<file path="src/rtl/pwm_hl_pkg.sv">
package pwm_hl_pkg;
   localparam int WORD_W   = 32;
   localparam int NUM_CH   = 2;
   localparam int CTRL_IDX = NUM_CH;
   localparam int HIGH_LSB = 16;
   localparam int LOW_LSB  = 0;
   localparam int FIELD_W  = 16;
   localparam int DIV_MAXW = 7;

   function automatic int div_lsb(input int ch);
      return 8 + 8 * ch;
   endfunction

   function automatic int clken_bit(input int ch);
      return 15 + 8 * ch;
   endfunction

   function automatic int run_bit(input int ch);
      return ch;
   endfunction
endpackage

</file>
<file path="src/rtl/pwm_hl_regs.sv">
module pwm_hl_regs
   import pwm_hl_pkg::*;
#(
   parameter int ADDR_W = 2
) (
   input  logic                             clk,
   input  logic                             rst_n,
   input  logic                             wr_en,
   input  logic                             rd_en,
   input  logic [ADDR_W-1:0]                addr,
   input  logic [WORD_W-1:0]                wdata,
   output logic [WORD_W-1:0]                rdata,
   output logic [NUM_CH-1:0][WORD_W-1:0]    time_q,
   output logic [WORD_W-1:0]                ctl_q
);
   logic [WORD_W-1:0] rd_mux;

   always_ff @(posedge clk) begin
      if (!rst_n) begin
         time_q <= '0;
         ctl_q  <= '0;
      end else if (wr_en) begin
         for (int i = 0; i < NUM_CH; i++) begin
            if (addr == ADDR_W'(i)) time_q[i] <= wdata;
         end
         if (addr == ADDR_W'(CTRL_IDX)) ctl_q <= wdata;
      end
   end

   always_comb begin
      rd_mux = '0;
      for (int i = 0; i < NUM_CH; i++) begin
         if (addr == ADDR_W'(i)) rd_mux = time_q[i];
      end
      if (addr == ADDR_W'(CTRL_IDX)) rd_mux = ctl_q;
   end

   always_ff @(posedge clk) begin
      if (!rst_n)     rdata <= '0;
      else if (rd_en) rdata <= rd_mux;
   end
endmodule

</file>
<file path="src/rtl/pwm_hl_prescale.sv">
module pwm_hl_prescale #(
   parameter int DIV_W = 7
) (
   input  logic             clk,
   input  logic             rst_n,
   input  logic             active,
   input  logic [DIV_W-1:0] div,
   output logic             tick
);
   logic [DIV_W-1:0] cnt_q;

   assign tick = active && (cnt_q == div);

   always_ff @(posedge clk) begin
      if (!rst_n || !active) cnt_q <= '0;
      else if (tick)         cnt_q <= '0;
      else                   cnt_q <= cnt_q + 1'b1;
   end
endmodule

</file>
<file path="src/rtl/pwm_hl_wave.sv">
module pwm_hl_wave #(
   parameter int CNT_W = 16
) (
   input  logic             clk,
   input  logic             rst_n,
   input  logic             active,
   input  logic             tick,
   input  logic [CNT_W-1:0] hi_in,
   input  logic [CNT_W-1:0] lo_in,
   output logic             pwm
);
   localparam int POS_W = CNT_W + 1;

   logic [CNT_W-1:0] hi_cur, lo_cur;
   logic [POS_W-1:0] pos_q;
   logic [POS_W-1:0] span;
   logic             last;

   assign span = {1'b0, hi_cur} + {1'b0, lo_cur};
   assign last = (span == '0) || (pos_q == span - 1'b1);
   assign pwm  = active && (pos_q < {1'b0, hi_cur});

   always_ff @(posedge clk) begin
      if (!rst_n) begin
         hi_cur <= '0;
         lo_cur <= '0;
         pos_q  <= '0;
      end else if (!active) begin
         hi_cur <= hi_in;
         lo_cur <= lo_in;
         pos_q  <= '0;
      end else if (tick) begin
         if (last) begin
            hi_cur <= hi_in;
            lo_cur <= lo_in;
            pos_q  <= '0;
         end else begin
            pos_q  <= pos_q + 1'b1;
         end
      end
   end
endmodule

</file>
<file path="src/rtl/pwm_hl_dual.sv">
module pwm_hl_dual
   import pwm_hl_pkg::*;
#(
   parameter int ADDR_W = 2,
   parameter int DIV_W  = 7,
   parameter int CNT_W  = 16
) (
   input  logic              clk,
   input  logic              rst_n,
   input  logic              wr_en,
   input  logic              rd_en,
   input  logic [ADDR_W-1:0] addr,
   input  logic [31:0]       wdata,
   output logic [31:0]       rdata,
   output logic [1:0]        pwm_o
);
   if (CNT_W < 1 || CNT_W > FIELD_W) begin : g_bad_cnt
      $error("CNT_W must lie in 1..16");
   end
   if (DIV_W < 1 || DIV_W > DIV_MAXW) begin : g_bad_div
      $error("DIV_W must lie in 1..7");
   end
   if (ADDR_W < 2) begin : g_bad_addr
      $error("ADDR_W must be at least 2");
   end

   logic [NUM_CH-1:0][WORD_W-1:0] time_q;
   logic [WORD_W-1:0]             ctl_q;
   logic [NUM_CH-1:0]             tick_w;
   logic [NUM_CH-1:0]             active_w;

   pwm_hl_regs #(.ADDR_W(ADDR_W)) u_regs (
      .clk    (clk),
      .rst_n  (rst_n),
      .wr_en  (wr_en),
      .rd_en  (rd_en),
      .addr   (addr),
      .wdata  (wdata),
      .rdata  (rdata),
      .time_q (time_q),
      .ctl_q  (ctl_q)
   );

   for (genvar c = 0; c < NUM_CH; c++) begin : g_ch
      localparam int DLSB = div_lsb(c);
      localparam int CEN  = clken_bit(c);
      localparam int REN  = run_bit(c);

      assign active_w[c] = ctl_q[CEN] && ctl_q[REN];

      pwm_hl_prescale #(.DIV_W(DIV_W)) u_div (
         .clk    (clk),
         .rst_n  (rst_n),
         .active (active_w[c]),
         .div    (ctl_q[DLSB +: DIV_W]),
         .tick   (tick_w[c])
      );

      pwm_hl_wave #(.CNT_W(CNT_W)) u_wave (
         .clk    (clk),
         .rst_n  (rst_n),
         .active (active_w[c]),
         .tick   (tick_w[c]),
         .hi_in  (time_q[c][HIGH_LSB +: CNT_W]),
         .lo_in  (time_q[c][LOW_LSB +: CNT_W]),
         .pwm    (pwm_o[c])
      );
   end
endmodule

</file>
<file path="config.mk">
export PLATFORM = sky130hd
export DESIGN_NAME = pwm_hl_dual
export DESIGN_NICKNAME = d
export VERILOG_FILES = /design/src/rtl/pwm_hl_pkg.sv /design/src/rtl/pwm_hl_regs.sv /design/src/rtl/pwm_hl_prescale.sv /design/src/rtl/pwm_hl_wave.sv /design/src/rtl/pwm_hl_dual.sv
export SDC_FILE = /design/constraint.sdc
export NUM_CORES = 1
export LEC_CHECK = 0
export BUFFER_PORTS_ARGS = -buffer_cell sky130_fd_sc_hd__clkbuf_2
export CAP_MARGIN = 20
export CORE_UTILIZATION = 65
export DETAILED_ROUTE_END_ITERATION = 10
export PLACE_DENSITY = 0.95
export SYNTH_ARGS = -nofsm -noshare
export SYNTH_HDL_FRONTEND = slang
export SYNTH_SLANG_ARGS = --single-unit
</file>
<file path="constraint.sdc">
create_clock -name clk -period 6.75 [get_ports clk]
set_clock_uncertainty 0.1 [all_clocks]
set_input_delay 0.675 -clock clk [delete_from_list [all_inputs] [get_ports clk]]
set_output_delay 0.675 -clock clk [all_outputs]
set_load 0.01 [all_outputs]
</file>
# Word-level counts from Yosys, hierarchy flattened
# Cells that the tools add are included.
# Widths: inputs -> output; s select.
[word_totals]
ff_bits = 240
input_bits = 38
elab_cells = 74
[op_classes]
mux = 17
addsub = 8
reduce_logical = 25
n_eq_ne = 10
magnitude_cmp = 2
[op_table]
columns = ["op", "count"]
rows = [
  ["$mux 16", 12],
  ["$mux 32", 3],
  ["$add 16x16->17", 2],
  ["$add 17x1->17 const B", 2],
  ["$eq 17x17->1", 2],
  ["$logic_not 17->1", 2],
  ["$lt 17x16->1", 2],
  ["$mux 17", 2],
  ["$sub 17x1->17 const B", 2],
  ["$add 7x1->7 const B", 2],
  ["$eq 7x7->1", 2],
  ["$reduce_and 2->1", 7],
  ["$logic_and 1x1->1", 6],
  ["$logic_or 1x1->1", 4],
  ["$ne 2x1->1 const B", 2],
  ["$ne 2x2->1 const B", 2],
  ["$reduce_or 2->1", 2],
  ["$logic_not 1->1", 3],
  ["$eq 2x1->1 const B", 1],
  ["$eq 2x2->1 const B", 1],
  ["$logic_not 2->1", 1],
]

# Depth between registers and ports, before layout
[depth]
word_depth = 7
depth_mapped = 16
ltp_nobuf = 14

# Hierarchy
# Synthesis repeated with hierarchy kept, for this count alone.
[unflattened]
hier_cells = 1661
hier_area_um2 = 14053.5
[modules_own_cells]
columns = ["module", "seq_area_each_um2", "cells_each", "instances", "area_each_um2"]
rows = [
  ["pwm_hl_regs", 2562.5, 574, 1, 5007.3],
  ["pwm_hl_wave at g_ch[1].u_wave", 980.9, 527, 1, 4347.9],
  ["pwm_hl_wave at g_ch[0].u_wave", 980.9, 482, 1, 3945.0],
  ["pwm_hl_prescale", 140.1, 38, 2, 370.4],
  ["pwm_hl_dual", 0.0, 2, 1, 12.5],
]

# Least setup slack after synthesis
# OpenSTA, ideal clock, no wires.
[synth_timing]
path_type = "reg-to-reg"
start = "register g_ch[0].u_wave.hi_cur[0]"
end = "register g_ch[0].u_wave.pos_q[10]"
setup_time_ps = 132
stages_incl_launch_ff = 15
arrival_time_ps = 3565
slack_ps = 2953
cell_sequence = "dfxtp_1 ha_1 inv_1 fa_1 nor2b_1 o22ai_1 xnor2_1 xnor2_1 xnor2_1 or4_1 nor4_2 o2111ai_1 a21oi_2 buf_2 nor3_1"
[synth_between]
elab_chain_len = 5
elab_cells_between_ends = 6
cone_classes = "add/sub: 2; eq/ne: 1; mux: 1; reduce/logical: 2"
[synth_lines]
columns = ["element", "line", "source"]
rows = [
  ["start: declaration", "pwm_hl_wave.sv:14", "logic [CNT_W-1:0] hi_cur, lo_cur;"],
  ["start signal: assignment", "pwm_hl_wave.sv:29", "hi_cur <= hi_in;"],
  ["start signal: assignment", "pwm_hl_wave.sv:34", "hi_cur <= hi_in;"],
  ["$add 16x16->17 *", "pwm_hl_wave.sv:19", "assign span = {1'b0, hi_cur} + {1'b0, lo_cur};"],
  ["$sub 17x1->17", "pwm_hl_wave.sv:20", "assign last = (span == '0) || (pos_q == span - 1'b1);"],
  ["$eq 17x17->1", "pwm_hl_wave.sv:20", ""],
  ["$logic_or 1x1->1 *", "pwm_hl_wave.sv:20", ""],
  ["$mux 17 *", "pwm_hl_wave.sv:33", "if (last) begin"],
  ["end signal: assignment", "pwm_hl_wave.sv:38", "pos_q <= pos_q + 1'b1;"],
  ["end: declaration", "pwm_hl_wave.sv:15", "logic [POS_W-1:0] pos_q;"],
]
# Every way passes the cells marked *; elsewhere a longest branch is shown, timed or not.
# A chain may end at the register's enable or synchronous reset.

# Worst setup path in the final report
[layout_timing]
start = "register g_ch[1].u_wave.hi_cur[3]"
end = "register g_ch[1].u_wave.lo_cur[12]"
[layout_between]
elab_chain_len = 6
elab_cells_between_ends = 7
cone_classes = "add/sub: 2; eq/ne: 2; reduce/logical: 3"
[layout_lines]
columns = ["element", "line", "source"]
rows = [
  ["start: declaration", "pwm_hl_wave.sv:14", ""],
  ["start signal: assignment", "pwm_hl_wave.sv:29", ""],
  ["start signal: assignment", "pwm_hl_wave.sv:34", ""],
  ["$add 16x16->17 *", "pwm_hl_wave.sv:19", ""],
  ["$sub 17x1->17", "pwm_hl_wave.sv:20", ""],
  ["$eq 17x17->1", "pwm_hl_wave.sv:20", ""],
  ["$logic_or 1x1->1 *", "pwm_hl_wave.sv:20", ""],
  ["$ne 2x1->1 (no source line) *", "n/a", ""],
  ["$reduce_and 2->1 (no source line) *", "n/a", ""],
  ["end signal: assignment", "pwm_hl_wave.sv:30", "lo_cur <= lo_in;"],
  ["end signal: assignment", "pwm_hl_wave.sv:35", "lo_cur <= lo_in;"],
  ["end: declaration", "pwm_hl_wave.sv:14", ""],
]
# Marks and branches as above.

==> impl_metrics.tcl <==
set metrics [dict create \
    regArea_um2 4800 \
    area_growth_pct 7.48 \
    cts-buffers-inserted 24 \
    slew_viol_final 0 \
    finalSetupViolCount 0 \
    fin_util_pct 72.0 \
    drt-initial-drc-count 1805 \
    yosys.area_share.simple_pct 21.6 \
    nets 1803 \
    gr-total-overflow 0 \
    grt_pass1_vias 12400 \
    cts_max_path_buffers 3 \
    postSynthNetCount 1795 \
    diodes 0 \
    ff2ff_setup_slack_ps 2110 \
    first_pass_iters 6 \
    crit_fanout 29 \
    synth_top_area_cell "dfxtp_1" \
    die_area_um2 22500 \
    netlist_instances 1685 \
    holdPathStages 3 \
    place_ws_ps 1770 \
    ant_nets 0 \
    busiest_layer "met2" \
    cp.arrival_ps 4980 \
    remaining_drc_errors 0 \
    ir_drop_uv 301 \
    detail_route.wl_per_cell_um 21.2 \
    fin_cells 1982 \
    die_h_um 150 \
    syn_area_per_cell_um2 8.43 \
    critPathKind "register to register" \
    synth_edf_count 0 \
    post_cts_buffers 0 \
    ys_seq_elements 240 \
    synth.most_common_cell "nand2_1" \
    synthFlopType "dfxtp_1" \
    fin_ws_ps 2110 \
    status "finished, final reports clean" \
    synth_mux_area_share_pct 7.04 \
    required_ps 7090 \
    postSynth.asyncResetShare_pct 0 \
    dp_cells 1941 \
    clock_sinks 240 \
    netlist_area_um2 14200 \
    num_vias 13200 \
    fin_area_um2 15300 \
    dpl_cell_area_um2 14500 \
    leakage_nw 6.19 \
    dp_hpwl_mm 27.3 \
    seq_area_frac_synth_pct 33.8 \
    clock_latency_ps 540 \
    grt_setup_unrepaired "false" \
    cap_violations 0 \
    clkTransAtPathRegs_ps 60 \
    start_util_pct 67.0 \
    routed_wl_mm 41.9 \
    slowest_stage "o31ai_1" \
    drive_gt1_share_pct 9.55 \
    multi_input_area_um2 8680 \
    synthTopCellsByArea "dfxtp_1 (34%), nand2_1 (11%), mux2i_1 (7.0%), ha_1 (6.2%), a21boi_0 (5.1%)" \
    yosysWarnings 0 \
    setup.worst_path.start_class "register" \
    cts_root_buf "clkbuf_16" \
    synth_fa_ha_area_share_pct 6.45 \
    relSlewSlack_pct 24.1 \
    place_congestion 1.02 \
    synth_top_family_by_area "simple AND/OR/NAND/NOR gates" \
    grtUsageMet1_pct 47.7 \
    dieWidth_um 150 \
    grt_max_degree 120 \
    cts_tree "done" \
    hp-class "input port to register" \
    via_per_inst 6.64 \
    row_count 53 \
    synth_cell_types 91 \
    grtUsageMet3_pct 6.34 \
    pwr_density_cell_nw_per_um2 212 \
    tightest_slew_ps 1130 \
    grtUsageMet2_pct 59.4 \
    crit_chain "ha_1 > nand2_1 > o31ai_1 > a21oi_1 > nor4bb_1 > nor3_1 > nor4_2 > xnor2_1 > mux2i_1 > nor3_1 > a21oi_4 > buf_12 > buf_4 > mux2i_1" \
    fmax_ghz 0.215 \
    synth_compound_area_share_pct 18.5 \
    coreArea_um2 21200 \
    timing.hold.ws_ps 306 \
    port_buffers 71 \
    antenna_found_initial 0 \
    reg2reg_depth 14 \
    power_mw 3.24 \
    num-fill-cells 1320 \
    netlist.area_leader.share_pct 33.8 \
    yosys.area_share.xor_xnor_pct 7.41 \
    hold_viol_final 0 \
    synth_common_cells "nand2_1 (422), dfxtp_1 (240), mux2i_1 (100), a21boi_0 (97), ha_1 (70)" \
    cts_htree_levels 1 \
    finalSetupTns_ps 0 \
    ios 72 \
    ctsHoldBuffers 0 \
    grt_pass1_wl_mm 65.6 \
    grt_use_total_pct 36.9 \
    slowest_delay_ps 590 \
    period_share_pct 68.8 \
    cts_resized 0 \
    end_kind "register" \
    min_period_ps 4640 \
]
## routing by layer
| metal | up-vias | part of all wire (%) |
|---|---|---|
| met3 | 197 | 11 |
| met4 | 0 | 5.6 |
| met5 | - | 0 |
| li1 | 5851 | - |
| met2 | 931 | 45 |
| met1 | 6176 | 38 |
## sequential cells by signal, summed over array words and instances (netlist names)
name                count
g_ch.u_wave.hi_cur     32
g_ch.u_wave.pos_q      34
u_regs.ctl_q           32
u_regs.rdata           32
g_ch.u_div.cnt_q       14
g_ch.u_wave.lo_cur     32
u_regs.time_q          64
## placed cells by master (no fill, tap or decap), drive strengths merged, types with 6 or more instances in the layout
master / n
o21a: 7
nand4: 17
and2: 10
xnor2: 64
dfxtp: 240
nor3b: 8
ha: 70
o31ai: 6
nor2b: 11
mux2i: 100
o211ai: 40
nor4: 13
inv: 49
xor2: 49
o21ai: 23
buf: 13
nand2: 423
nand2b: 10
a21boi: 97
a21oi: 34
nor2: 65
nor3: 25
a2111oi: 8
or2: 6
clkbuf: 101
a211oi: 11
nand3: 27
and3: 34
o211a: 35
a21o: 29
or3: 6
## area by class of cell
cell class,instances,share of cell area [%]
multi-input combinational,1297,56.8
sequential,240,31.5
clock buffer,31,4.30
timing repair buffer,83,3.04
tap,275,2.25
inverter,47,1.16
clock inverter,9,0.950
## worst max-delay path: cells and delay by family (launching register included)
| family | cells | cell delay, ps |
|---|---|---|
| and+or+nand+nor | 5 | 1240 |
| AOI/OAI and AO/OA | 3 | 1120 |
| buffers and inverters | 2 | 540 |
| muxes | 2 | 510 |
| adders and majority gates | 1 | 480 |
| DFF | 1 | 330 |
| xor gates and xnor gates | 1 | 190 |
## cell families after synthesis
group | after synthesis
xor gates and xnor gates | 115
buffers and inverters | 148
muxes | 100
adders and majority gates | 72
and+or+nand+nor | 676
AOI/OAI and AO/OA | 334
DFF | 240
## final timing paths
| path | startpoint | endpoint |
|---|---|---|
| worst min register to register | g_ch[1].u_wave.lo_cur[3] | g_ch[1].u_wave.lo_cur[3] |
| worst max register to register | g_ch[1].u_wave.hi_cur[3] | g_ch[1].u_wave.lo_cur[12] |
| worst max-delay path | g_ch[1].u_wave.hi_cur[3] | g_ch[1].u_wave.lo_cur[12] |
| worst min-delay path | wdata[31] | u_regs.ctl_q[31] |
## power by group
part / internal (mW) / switching (mW)
clock network: 0.804 / 0.578
registers: 1.45 / 0.0316
logic: 0.143 / 0.234
No activity file was read; power rests on OpenSTA's default activity.
